===== src/rtl/uirq_pkg.sv =====
package uirq_pkg;

    localparam int NSRC      = 4;
    localparam int BIT_RX    = 0;
    localparam int BIT_ERR   = 1;
    localparam int BIT_TX    = 2;
    localparam int BIT_MODEM = 3;

    typedef enum logic [1:0] {
        WS_MASK     = 2'd0,
        WS_SRC_CLR  = 2'd1,
        WS_PEND_CLR = 2'd2,
        WS_NONE     = 2'd3
    } wsel_e;

    typedef struct packed {
        logic [NSRC-1:0] src;
        logic [NSRC-1:0] mask;
        logic [NSRC-1:0] pend;
        logic            irq;
    } state_t;

    // Transmit threshold step per channel number.
    function automatic int unsigned tx_step(input int unsigned ch);
        case (ch)
            0:       return 32;
            1, 4:    return 8;
            2, 3:    return 2;
            default: return 0;
        endcase
    endfunction

endpackage


===== src/rtl/uirq_tx_level.sv =====
module uirq_tx_level #(
    parameter int CFG_W    = 16,
    parameter int CNT_W    = 8,
    parameter int CHANNEL  = 1,
    parameter int EN_BIT   = 0,
    parameter int CODE_LSB = 8,
    parameter int CODE_W   = 3
) (
    input  logic [CFG_W-1:0] fifo_cfg,
    input  logic [CNT_W-1:0] tx_count,
    output logic             hit
);
    import uirq_pkg::*;

    localparam int unsigned STEP = tx_step(CHANNEL);
    localparam int PROD_W = CODE_W + 6;
    localparam int LVL_W  = ((CNT_W > PROD_W) ? CNT_W : PROD_W) + 1;

    logic [CODE_W-1:0] code;
    logic [LVL_W-1:0]  level;
    logic [LVL_W-1:0]  cnt_ext;

    always_comb begin
        code    = fifo_cfg[CODE_LSB +: CODE_W];
        level   = LVL_W'(code) * LVL_W'(STEP);
        cnt_ext = LVL_W'(tx_count);
        hit     = fifo_cfg[EN_BIT] && (cnt_ext <= level);
    end

endmodule


===== src/rtl/uirq_src_next.sv =====
module uirq_src_next #(
    parameter int N = 4
) (
    input  logic [N-1:0] src_q,
    input  logic [N-1:0] set_vec,
    input  logic [N-1:0] clr_vec,
    output logic [N-1:0] src_d
);
    // Per bit: a set in the same cycle as a clear keeps the bit.
    for (genvar i = 0; i < N; i++) begin : g_bit
        assign src_d[i] = set_vec[i] | (src_q[i] & ~clr_vec[i]);
    end
endmodule


===== src/rtl/uirq_ctrl.sv =====
module uirq_ctrl #(
    parameter int CFG_W   = 16,
    parameter int CNT_W   = 8,
    parameter int CHANNEL = 1
) (
    input  logic             clk,
    input  logic             rst_n,
    input  logic             ev_rx,
    input  logic             ev_err,
    input  logic             ev_tx,
    input  logic             ev_modem,
    input  logic [CFG_W-1:0] fifo_cfg,
    input  logic [CNT_W-1:0] tx_count,
    input  logic             wr_en,
    input  logic [1:0]       wr_sel,
    input  logic [3:0]       wr_data,
    output logic [3:0]       src_pend,
    output logic [3:0]       mask,
    output logic [3:0]       pend,
    output logic             irq
);
    import uirq_pkg::*;

    state_t          st_q, st_d;
    logic            thr_hit;
    logic [NSRC-1:0] set_vec, clr_vec, src_nxt;
    wsel_e           wsel;

    uirq_tx_level #(
        .CFG_W(CFG_W), .CNT_W(CNT_W), .CHANNEL(CHANNEL),
        .EN_BIT(0), .CODE_LSB(8), .CODE_W(3)
    ) u_lvl (
        .fifo_cfg(fifo_cfg),
        .tx_count(tx_count),
        .hit     (thr_hit)
    );

    uirq_src_next #(.N(NSRC)) u_nxt (
        .src_q  (st_q.src),
        .set_vec(set_vec),
        .clr_vec(clr_vec),
        .src_d  (src_nxt)
    );

    always_comb begin
        wsel               = wsel_e'(wr_sel);
        set_vec            = '0;
        set_vec[BIT_RX]    = ev_rx;
        set_vec[BIT_ERR]   = ev_err;
        set_vec[BIT_TX]    = ev_tx | thr_hit;
        set_vec[BIT_MODEM] = ev_modem;
        clr_vec = (wr_en && (wsel == WS_SRC_CLR || wsel == WS_PEND_CLR))
                  ? wr_data : '0;

        st_d      = st_q;
        st_d.src  = src_nxt;
        if (wr_en && wsel == WS_MASK) begin
            st_d.mask = wr_data;
        end
        st_d.pend = st_d.src & ~st_d.mask;
        st_d.irq  = |st_d.pend;
    end

    always_ff @(posedge clk or negedge rst_n) begin
        if (!rst_n) begin
            st_q <= '0;
        end else begin
            st_q <= st_d;
        end
    end

    assign src_pend = st_q.src;
    assign mask     = st_q.mask;
    assign pend     = st_q.pend;
    assign irq      = st_q.irq;

endmodule


===== config.mk =====
export PLATFORM = sky130hd
export DESIGN_NAME = uirq_ctrl
export DESIGN_NICKNAME = d
export VERILOG_FILES = /design/src/rtl/uirq_pkg.sv /design/src/rtl/uirq_tx_level.sv /design/src/rtl/uirq_src_next.sv /design/src/rtl/uirq_ctrl.sv
export SDC_FILE = /design/constraint.sdc
export NUM_CORES = 1
export LEC_CHECK = 0
export BUFFER_PORTS_ARGS = -buffer_cell sky130_fd_sc_hd__buf_4
export CORE_UTILIZATION = 43
export CTS_CLUSTER_DIAMETER = 50
export CTS_CLUSTER_SIZE = 16
export DETAILED_ROUTE_END_ITERATION = 8
export HOLD_SLACK_MARGIN = 0.08
export PLACE_DENSITY = 0.83
export SYNTH_ARGS = -nofsm -noshare
export SYNTH_HDL_FRONTEND = slang
export SYNTH_SLANG_ARGS = --single-unit

===== constraint.sdc =====
create_clock -name clk -period 2.1 [get_ports clk]
set_input_delay 0.105 -clock clk [delete_from_list [all_inputs] [get_ports clk]]
set_output_delay 0.105 -clock clk [all_outputs]
set_load 0.01 [all_outputs]

# Yosys cells after proc, flatten, opt, wreduce, memory -nomap -nowiden
# Index checks and enable logic that the tools add are counted.
[classes]
n_lt_le_gt_ge = 1
n_eq_ne = 2
muxes = 2
bitwise = 15
n_reduce_logical = 6
[ops]
columns = ["operator", "n"]
rows = [
  ["8-bit by 6-bit less-or-equal comparator with 1-bit output", 1],
  ["4-bit 2-to-1 mux", 2],
  ["1-bit bitwise OR", 5],
  ["1-bit AND", 4],
  ["4-bit AND", 1],
  ["1-bit inverter", 4],
  ["4-bit inverter", 1],
  ["4-bit OR reduction", 1],
  ["1-bit logical AND", 3],
  ["2-bit by 1-bit == test with 1-bit output (second input constant)", 1],
  ["2-bit == test (second input constant)", 1],
  ["2-bit zero test", 1],
  ["1-bit logical OR", 1],
]
[totals]
ff_bits = 13
inputBits = 37
out_inout_bits = 13
wordCells = 30

# Logic depth before layout (Yosys ltp)
# Gate-level depths: netlist (run 1).
[logic_depth]
depth_word = 9
depth_mapped = 6
ltp_nobuf = 6

# Modules after synthesis
# From an unflattened synthesis (run 1), not the netlist that was laid out.
[hier_totals]
hier_cells = 59
area_unflattened_um2 = 659.4
[modules_own_cells]
columns = ["module", "instances", "cells_per_inst", "area_per_inst_um2", "seq_area_each_um2"]
rows = [
  ["uirq_ctrl", 1, 38, 516.7, 325.3],
  ["uirq_tx_level", 1, 13, 97.6, 0.0],
  ["uirq_src_next", 1, 8, 45.0, 0.0],
]

# Worst setup path before layout (run 1)
# OpenSTA, ideal clock, no wires.
[synth_timing]
path_kind = "input to register"
startpoint = "input port tx_count[3]"
endpoint = "register st_q, in the netlist irq"
setup_ns = 0.138
t_arrival_ns = 1.093
t_required_ns = 1.962
setup_slack_ns = 0.869
cell_stages = 6
path_buffers = 0
path_cell_list = "inv_1 > ha_1 > nor4b_1 > and3_1 > o311ai_1 > nand3_1"
[synth_rtl]
columns = ["item", "line", "source"]
rows = [
  ["start: declaration", "uirq_ctrl.sv:13", "input logic [CNT_W-1:0] tx_count,"],
  ["end signal: assignment", "uirq_ctrl.sv:68", "st_q <= st_d;"],
  ["end: declaration", "uirq_ctrl.sv:24", "state_t st_q, st_d;"],
]

==> results.ini, run 1 <==
[outcome]
status = complete, but fails checks
violations = DRC

[cts]
cts_tree = built
ctsResizeCount = 0
cts_htree_levels = 1
cts_max_path_buffers = 2
cts_root_buffer = clkbuf_4
clkSlewWorstSetupHoldPaths_ns = 0.07
cts_sinks = 13
numCtsBuffers = 3
clock_latency_ns = 0.28

[synth]
synth_nets = 106
synth_area_um2 = 734
synth_seq_cells = 13
postSynthAreaPerCell_um2 = 11.3
synthArstFlopShare_pct = 100
ys.flop_type = dfrtp_1
synth_top_area_cell = dfrtp_1
synth_warnings = 0
synthDistinctLibCells = 31
synth_common_cells = 13 x dfrtp_1, 6 x inv_1, 5 x nand3_1
yosysSeqAreaShare_pct = 44.3
synthCells = 65
synth-edff-count = 0
synth_top_area_share_pct = 44.3
synth_area_leaders = dfrtp_1 44%, ha_1 6.8%, nor4_4 5.8%
yosys.cell_count.top_type = dfrtp_1

[sta]
max-slew-margin-rel_pct = 77.2
tns_ns = 0
period_share_pct = 60.6
worst_pin_slew_ns = 0.337
fin_skew_ns = 0.00840
post-route-min-period_ns = 1.27
setup-violations-final = 0
hold_violations = 0
fmax_ghz = 0.786
slew_violations = 0
rsz0062_at_grt = no
finalWorstSetupSlack_ns = 0.827

[detailed_routing]
drc = 6
viasPerCell = 5.12
ant_nets = 0
dr.pass1.iters = 6
vias = 650
wl_per_cell_um = 11.7
drt_iter0_markers = 15
wirelength_um = 1490

[pwr]
ir_worst_vdd_v = 0.000292
power.leakage_nw = 0.538
clkPwrFrac_pct = 23.0
swShare_pct = 28.4
power_frac_comb_pct = 32.8
powerDensity_nw_per_um2 = 617
p_sw_w = 0.000194
power_frac_seq_pct = 44.1
intPower_w = 0.000489

[floorplanning]
die_w_um = 43.3
core_area_um2 = 1560
io_pins = 50
dieArea_um2 = 1880
rows = 14
die_y_um = 43.3
start_util_pct = 47.1

[layout]
antenna_cells = 0
nFillCells = 132
area_growth_syn_to_layout_pct = 50.8
drive_above_1_share_pct = 46.8
fin_nets = 153

[global_routing]
grt_overflow = 0
use_met1_pct = 21.3
globalRouteMet3Util_pct = 3.75
first_global_vias = 634
grt_busiest_layer = met2
grtUsageTotal_pct = 18.4
grt_max_degree = 14
antenna_found_initial = 0
grt_pass1_wl_um = 2500
use_met2_pct = 33.0

[setup_path]
path_class = primary input to flop
crit_family = buffers and inverters
required_ns = 2.25
path_cells = dlygate4sd3_1, buf_4, nand3b_1, a21bo_2, a211oi_2, nand3_1
slowest_stage = dlygate4sd3_1
critical_path_buf_inv_count = 2
cp-end-kind = flop
cp_slowest_stage_delay_ns = 0.54
cp-start-kind = primary input
worstPathMaxFanout = 3
critPathArrivalTime_ns = 1.42

[flow_run]
cap_violations = 0

[place]
dp.final_hpwl_um = 1210
pre_cts_ws_ns = 0.658
routabilityCongestion = 0.767
numPortBuffers = 37

[min_path]
worstHoldPathType = primary input to flop

stage by stage:
step,total power [W],area [µm²],std cells,hold WS (ns),utilization (%)
floorplan,0.000415,734,65,-0.191,-
global placement,0.000518,1020,117,-0.0445,65.5
detailed placement,0.000524,1020,117,-0.0414,65.5
CTS,0.000684,1110,127,0.0901,71.0
global route,0.000719,1110,127,0.0822,71.0
finish,0.000683,1110,127,0.0847,71.0
state kept, by name (all words and copies together), names as in the netlist:
register / count
irq: 1
pend: 4
mask: 4
src_pend: 4
layer usage:
layer	wire [µm]	vias to the layer above
met4	18	0
li1	-	325
met1	637	291
met3	96	4
met5	0	-
met2	739	30
cells in the final DEF, fill, tap and decap left out, drive strengths merged, types with 2 or more instances in the layout:
| cell type | synthesis | routed |
|---|---|---|
| nand2 | 3 | 3 |
| dlygate4sd3 | 0 | 6 |
| nor2 | 4 | 4 |
| a21oi | 2 | 2 |
| nor4 | 2 | 2 |
| and4b | 2 | 2 |
| dfrtp | 13 | 13 |
| ha | 4 | 4 |
| inv | 6 | 6 |
| and3 | 3 | 3 |
| buf | 1 | 37 |
| a21o | 3 | 3 |
| nand3 | 5 | 5 |
| a21boi | 2 | 2 |
| clkbuf | 0 | 4 |
| or2 | 2 | 2 |
worst paths after layout:
kind / to / slack, ns / start / cells after the start
max: irq$_DFF_PN0_ / 0.83 / ev_err / 6
min: mask[1]$_DFF_PN0_ / 0.08 / wr_data[1] / 2
max reg2reg: irq$_DFF_PN0_ / 0.97 / mask[0]$_DFF_PN0_ / 4
min reg2reg: src_pend[2]$_DFF_PN0_ / 0.50 / src_pend[2]$_DFF_PN0_ / 2
max in group asynchronous: mask[2]$_DFF_PN0_ / 1.73 / rst_n / 2
min in group asynchronous: pend[0]$_DFF_PN0_ / 0.20 / rst_n / 2
power groups by stage:
| stage | Combinational, W | Sequential [W] | Clock [W] |
|---|---|---|---|
| 2_1_floorplan | 0.0000923 | 0.000323 | 0 |
| 3_3_place_gp | 0.000213 | 0.000305 | 0 |
| 3_5_place_dp | 0.000217 | 0.000307 | 0 |
| 4_1_cts | 0.000226 | 0.000301 | 0.000156 |
| 5_1_grt | 0.000245 | 0.000305 | 0.000170 |
| 6_report | 0.000224 | 0.000301 | 0.000157 |
kinds of logic (layout without fill, tap and decap cells):
family          after synthesis  count (layout)  share of synthesized area, %
mux                           2               2                          4.60
compound gates               11              11                          12.3
buf+inv                       7              53                          4.60
simple gates                 28              28                          27.4
fa+ha+maj                     4               4                          6.81
flops                        13              13                          44.3
cell type report:
cell class,instances,area (µm²),area share (%)
clock buffer,4,26.3,2.37
inverter,6,22.5,2.03
timing repair buffer,43,338,30.5
tap,16,20.0,1.81
sequential,13,325,29.4
multi-input combinational,45,375,33.9
timing repair:
| action | 4_1_cts | 5_1_grt |
|---|---|---|
| setup buffers | 0 | 0 |
| hold endpoints to repair | 18 | 0 |
| hold buffers | 6 | 0 |
worst reg2reg max path: cells and delay by family (launching register included):
family | cells | cell delay, ns
DFF | 1 | 0.36
and+or+nand+nor | 2 | 0.18
AOI/OAI and AO/OA | 2 | 0.45
(Power assumes the default switching activity.)
==> run 2: changes to the inputs <==
--- a/config.mk
+++ b/config.mk
@@ -6,12 +6,12 @@
 export NUM_CORES = 1
 export LEC_CHECK = 0
 export BUFFER_PORTS_ARGS = -buffer_cell sky130_fd_sc_hd__buf_4
-export CORE_UTILIZATION = 43
+export CORE_UTILIZATION = 40
 export CTS_CLUSTER_DIAMETER = 50
 export CTS_CLUSTER_SIZE = 16
 export DETAILED_ROUTE_END_ITERATION = 8
 export HOLD_SLACK_MARGIN = 0.08
-export PLACE_DENSITY = 0.83
+export PLACE_DENSITY = 0.78
 export SYNTH_ARGS = -nofsm -noshare
 export SYNTH_HDL_FRONTEND = slang
 export SYNTH_SLANG_ARGS = --single-unit
==> constraint.sdc (replaced) <==
create_clock -name clk -period 1.2 [get_ports clk]
set_input_delay 0.06 -clock clk [delete_from_list [all_inputs] [get_ports clk]]
set_output_delay 0.06 -clock clk [all_outputs]
set_load 0.01 [all_outputs]
==> run 2 against run 1 <==
Against the previous run: the run now ends clean; final cell count grew 13%; register-to-register slack lost 0.88 ns; sequential share of layout area shrank 1.7 points; via count grew 8.2%; sequential power grew 75%; die area grew 7.1%; power grew 79%; utilization shrank 2.9 points; final area grew 6.2%.
==> results.ini, run 2 (synthesis results as in run 1) <==
[sta]
hold_violations = 0
max-slew-margin-rel_pct = 78.6
slew_violations = 0
finalWorstSetupSlack_ns = 0.0448
rsz0062_at_grt = no
worst_pin_slew_ns = 0.315
fmax_ghz = 0.866
fin_skew_ns = 0.00299
post-route-min-period_ns = 1.16
setup-violations-final = 0
period_share_pct = 96.3

[cts]
clock_latency_ns = 0.28
clkSlewWorstSetupHoldPaths_ns = 0.08
cts_root_buffer = clkbuf_4
cts_sinks = 13
numCtsBuffers = 3
cts_htree_levels = 1
cts_tree = built
cts_max_path_buffers = 2

[floorplanning]
core_area_um2 = 1730
die_w_um = 44.9
die_y_um = 44.9
io_pins = 50
dieArea_um2 = 2010
start_util_pct = 42.5
rows = 15

[setup_path]
cp-end-kind = flop
required_ns = 1.35
critPathArrivalTime_ns = 1.31
worstPathMaxFanout = 3
path_class = primary input to flop
cp_slowest_stage_delay_ns = 0.53
path_cells = dlygate4sd3_1, buf_4, and4b_1, nor4_4, a211oi_2, nand3_1
cp-start-kind = primary input
slowest_stage = dlygate4sd3_1

[global_routing]
first_global_vias = 664
grt_max_degree = 14
antenna_found_initial = 0
grtUsageTotal_pct = 20.0
grt_overflow = 0
grt_pass1_wl_um = 2750

[detailed_routing]
wl_per_cell_um = 11.7
wirelength_um = 1670
viasPerCell = 4.92
dr.pass1.iters = 3
ant_nets = 0
drt_iter0_markers = 8
vias = 703
drc = 0

[pwr]
power.leakage_nw = 0.570
power_frac_comb_pct = 34.3
powerDensity_nw_per_um2 = 1040
intPower_w = 0.000875
swShare_pct = 28.4
p_sw_w = 0.000347
clkPwrFrac_pct = 22.5
power_frac_seq_pct = 43.1
ir_worst_vdd_v = 0.000550
power_w = 0.00122

[layout]
drive_above_1_share_pct = 48.3
layout_commonest_cell = buf_4
mostFrequentLayoutCells = 42 x buf_4, 13 x dfrtp_1, 8 x dlygate4sd3_1, 6 x inv_1, 5 x nand3_1
antenna_cells = 0
area_growth_syn_to_layout_pct = 60.1
fin_nets = 160

[place]
routabilityCongestion = 0.787
numPortBuffers = 37
pre_cts_ws_ns = -0.164
dp.final_hpwl_um = 1320

[outcome]
status = complete, no violations

[min_path]
worstHoldPathType = primary input to flop

[flow_run]
cap_violations = 0

==> run 2: cell count changes in the layout (fill, tap and decap cells not counted) <==
| cell | previous run | this run |
|---|---|---|
| dlygate4sd3_1 | 6 | 8 |
| buf_4 | 37 | 42 |
==> run 2: worst max-delay path: cells and delay by family <==
family,cells,cell delay (ns)
buffers and inverters,2,0.67
and+or+nand+nor,3,0.42
AOI/OAI and AO/OA,1,0.16
==> run 2: metal layers <==
| metal | up-vias | wire [µm] | GRT usage, % |
|---|---|---|---|
| met2 | 29 | 893 | 35.6 |
| met1 | 327 | 636 | 20.9 |
| met3 | 5 | 97 | 6.40 |
| li1 | 342 | - | - |
| met4 | 0 | 42 | 10.9 |
| met5 | - | 0 | 0 |
==> run 2: stage by stage <==
step	instance area, µm²	std cells	TNS, ns	hold slack [ns]	util [%]
2_1_floorplan	734	65	0	-0.236	-
3_3_place_gp	1070	131	-0.222	-0.0886	62.0
3_5_place_dp	1070	131	-0.311	-0.0869	62.0
4_1_cts	1180	143	0	0.0876	68.1
5_1_grt	1180	143	0	0.102	68.1
6_report	1180	143	0	0.0892	68.1
==> run 2: repair_timing <==
action	in CTS	in global routing
buffers inserted	0	0
hold buffers	8	0
endpoints found under the hold margin	19	0
resized for setup	0	0
==> run 2: path summary, 6_finish.rpt <==
| check | slack (ns) | startpoint | cells after the start | endpoint |
|---|---|---|---|---|
| worst max-delay path | 0.04 | ev_rx | 6 | irq$_DFF_PN0_ |
| worst min-delay path | 0.09 | ev_tx | 4 | src_pend[2]$_DFF_PN0_ |
| worst max register to register | 0.09 | mask[0]$_DFF_PN0_ | 4 | irq$_DFF_PN0_ |
| worst min register to register | 0.51 | src_pend[1]$_DFF_PN0_ | 1 | src_pend[1]$_DFF_PN0_ |
| max in group asynchronous | 0.88 | rst_n | 2 | pend[0]$_DFF_PN0_ |
| min in group asynchronous | 0.16 | rst_n | 2 | src_pend[1]$_DFF_PN0_ |
==> run 2: final cells by class <==
cell class | count | area (µm²)
flip-flops and latches | 13 | 325
repair buffers | 50 | 395
fillers | 150 | 551
clock buffers | 4 | 26.3
inverters | 6 | 22.5
well taps | 25 | 31.3
multi-input cells | 45 | 375
==> run 2: power by group through the flow <==
stage               Combinational, W  Clock (W)  Sequential (W)
floorplan                   0.000161          0        0.000565
global placement            0.000393          0        0.000535
detailed placement          0.000404          0        0.000537
CTS                         0.000425   0.000285        0.000528
global route                0.000461   0.000315        0.000534
finish                      0.000419   0.000275        0.000527
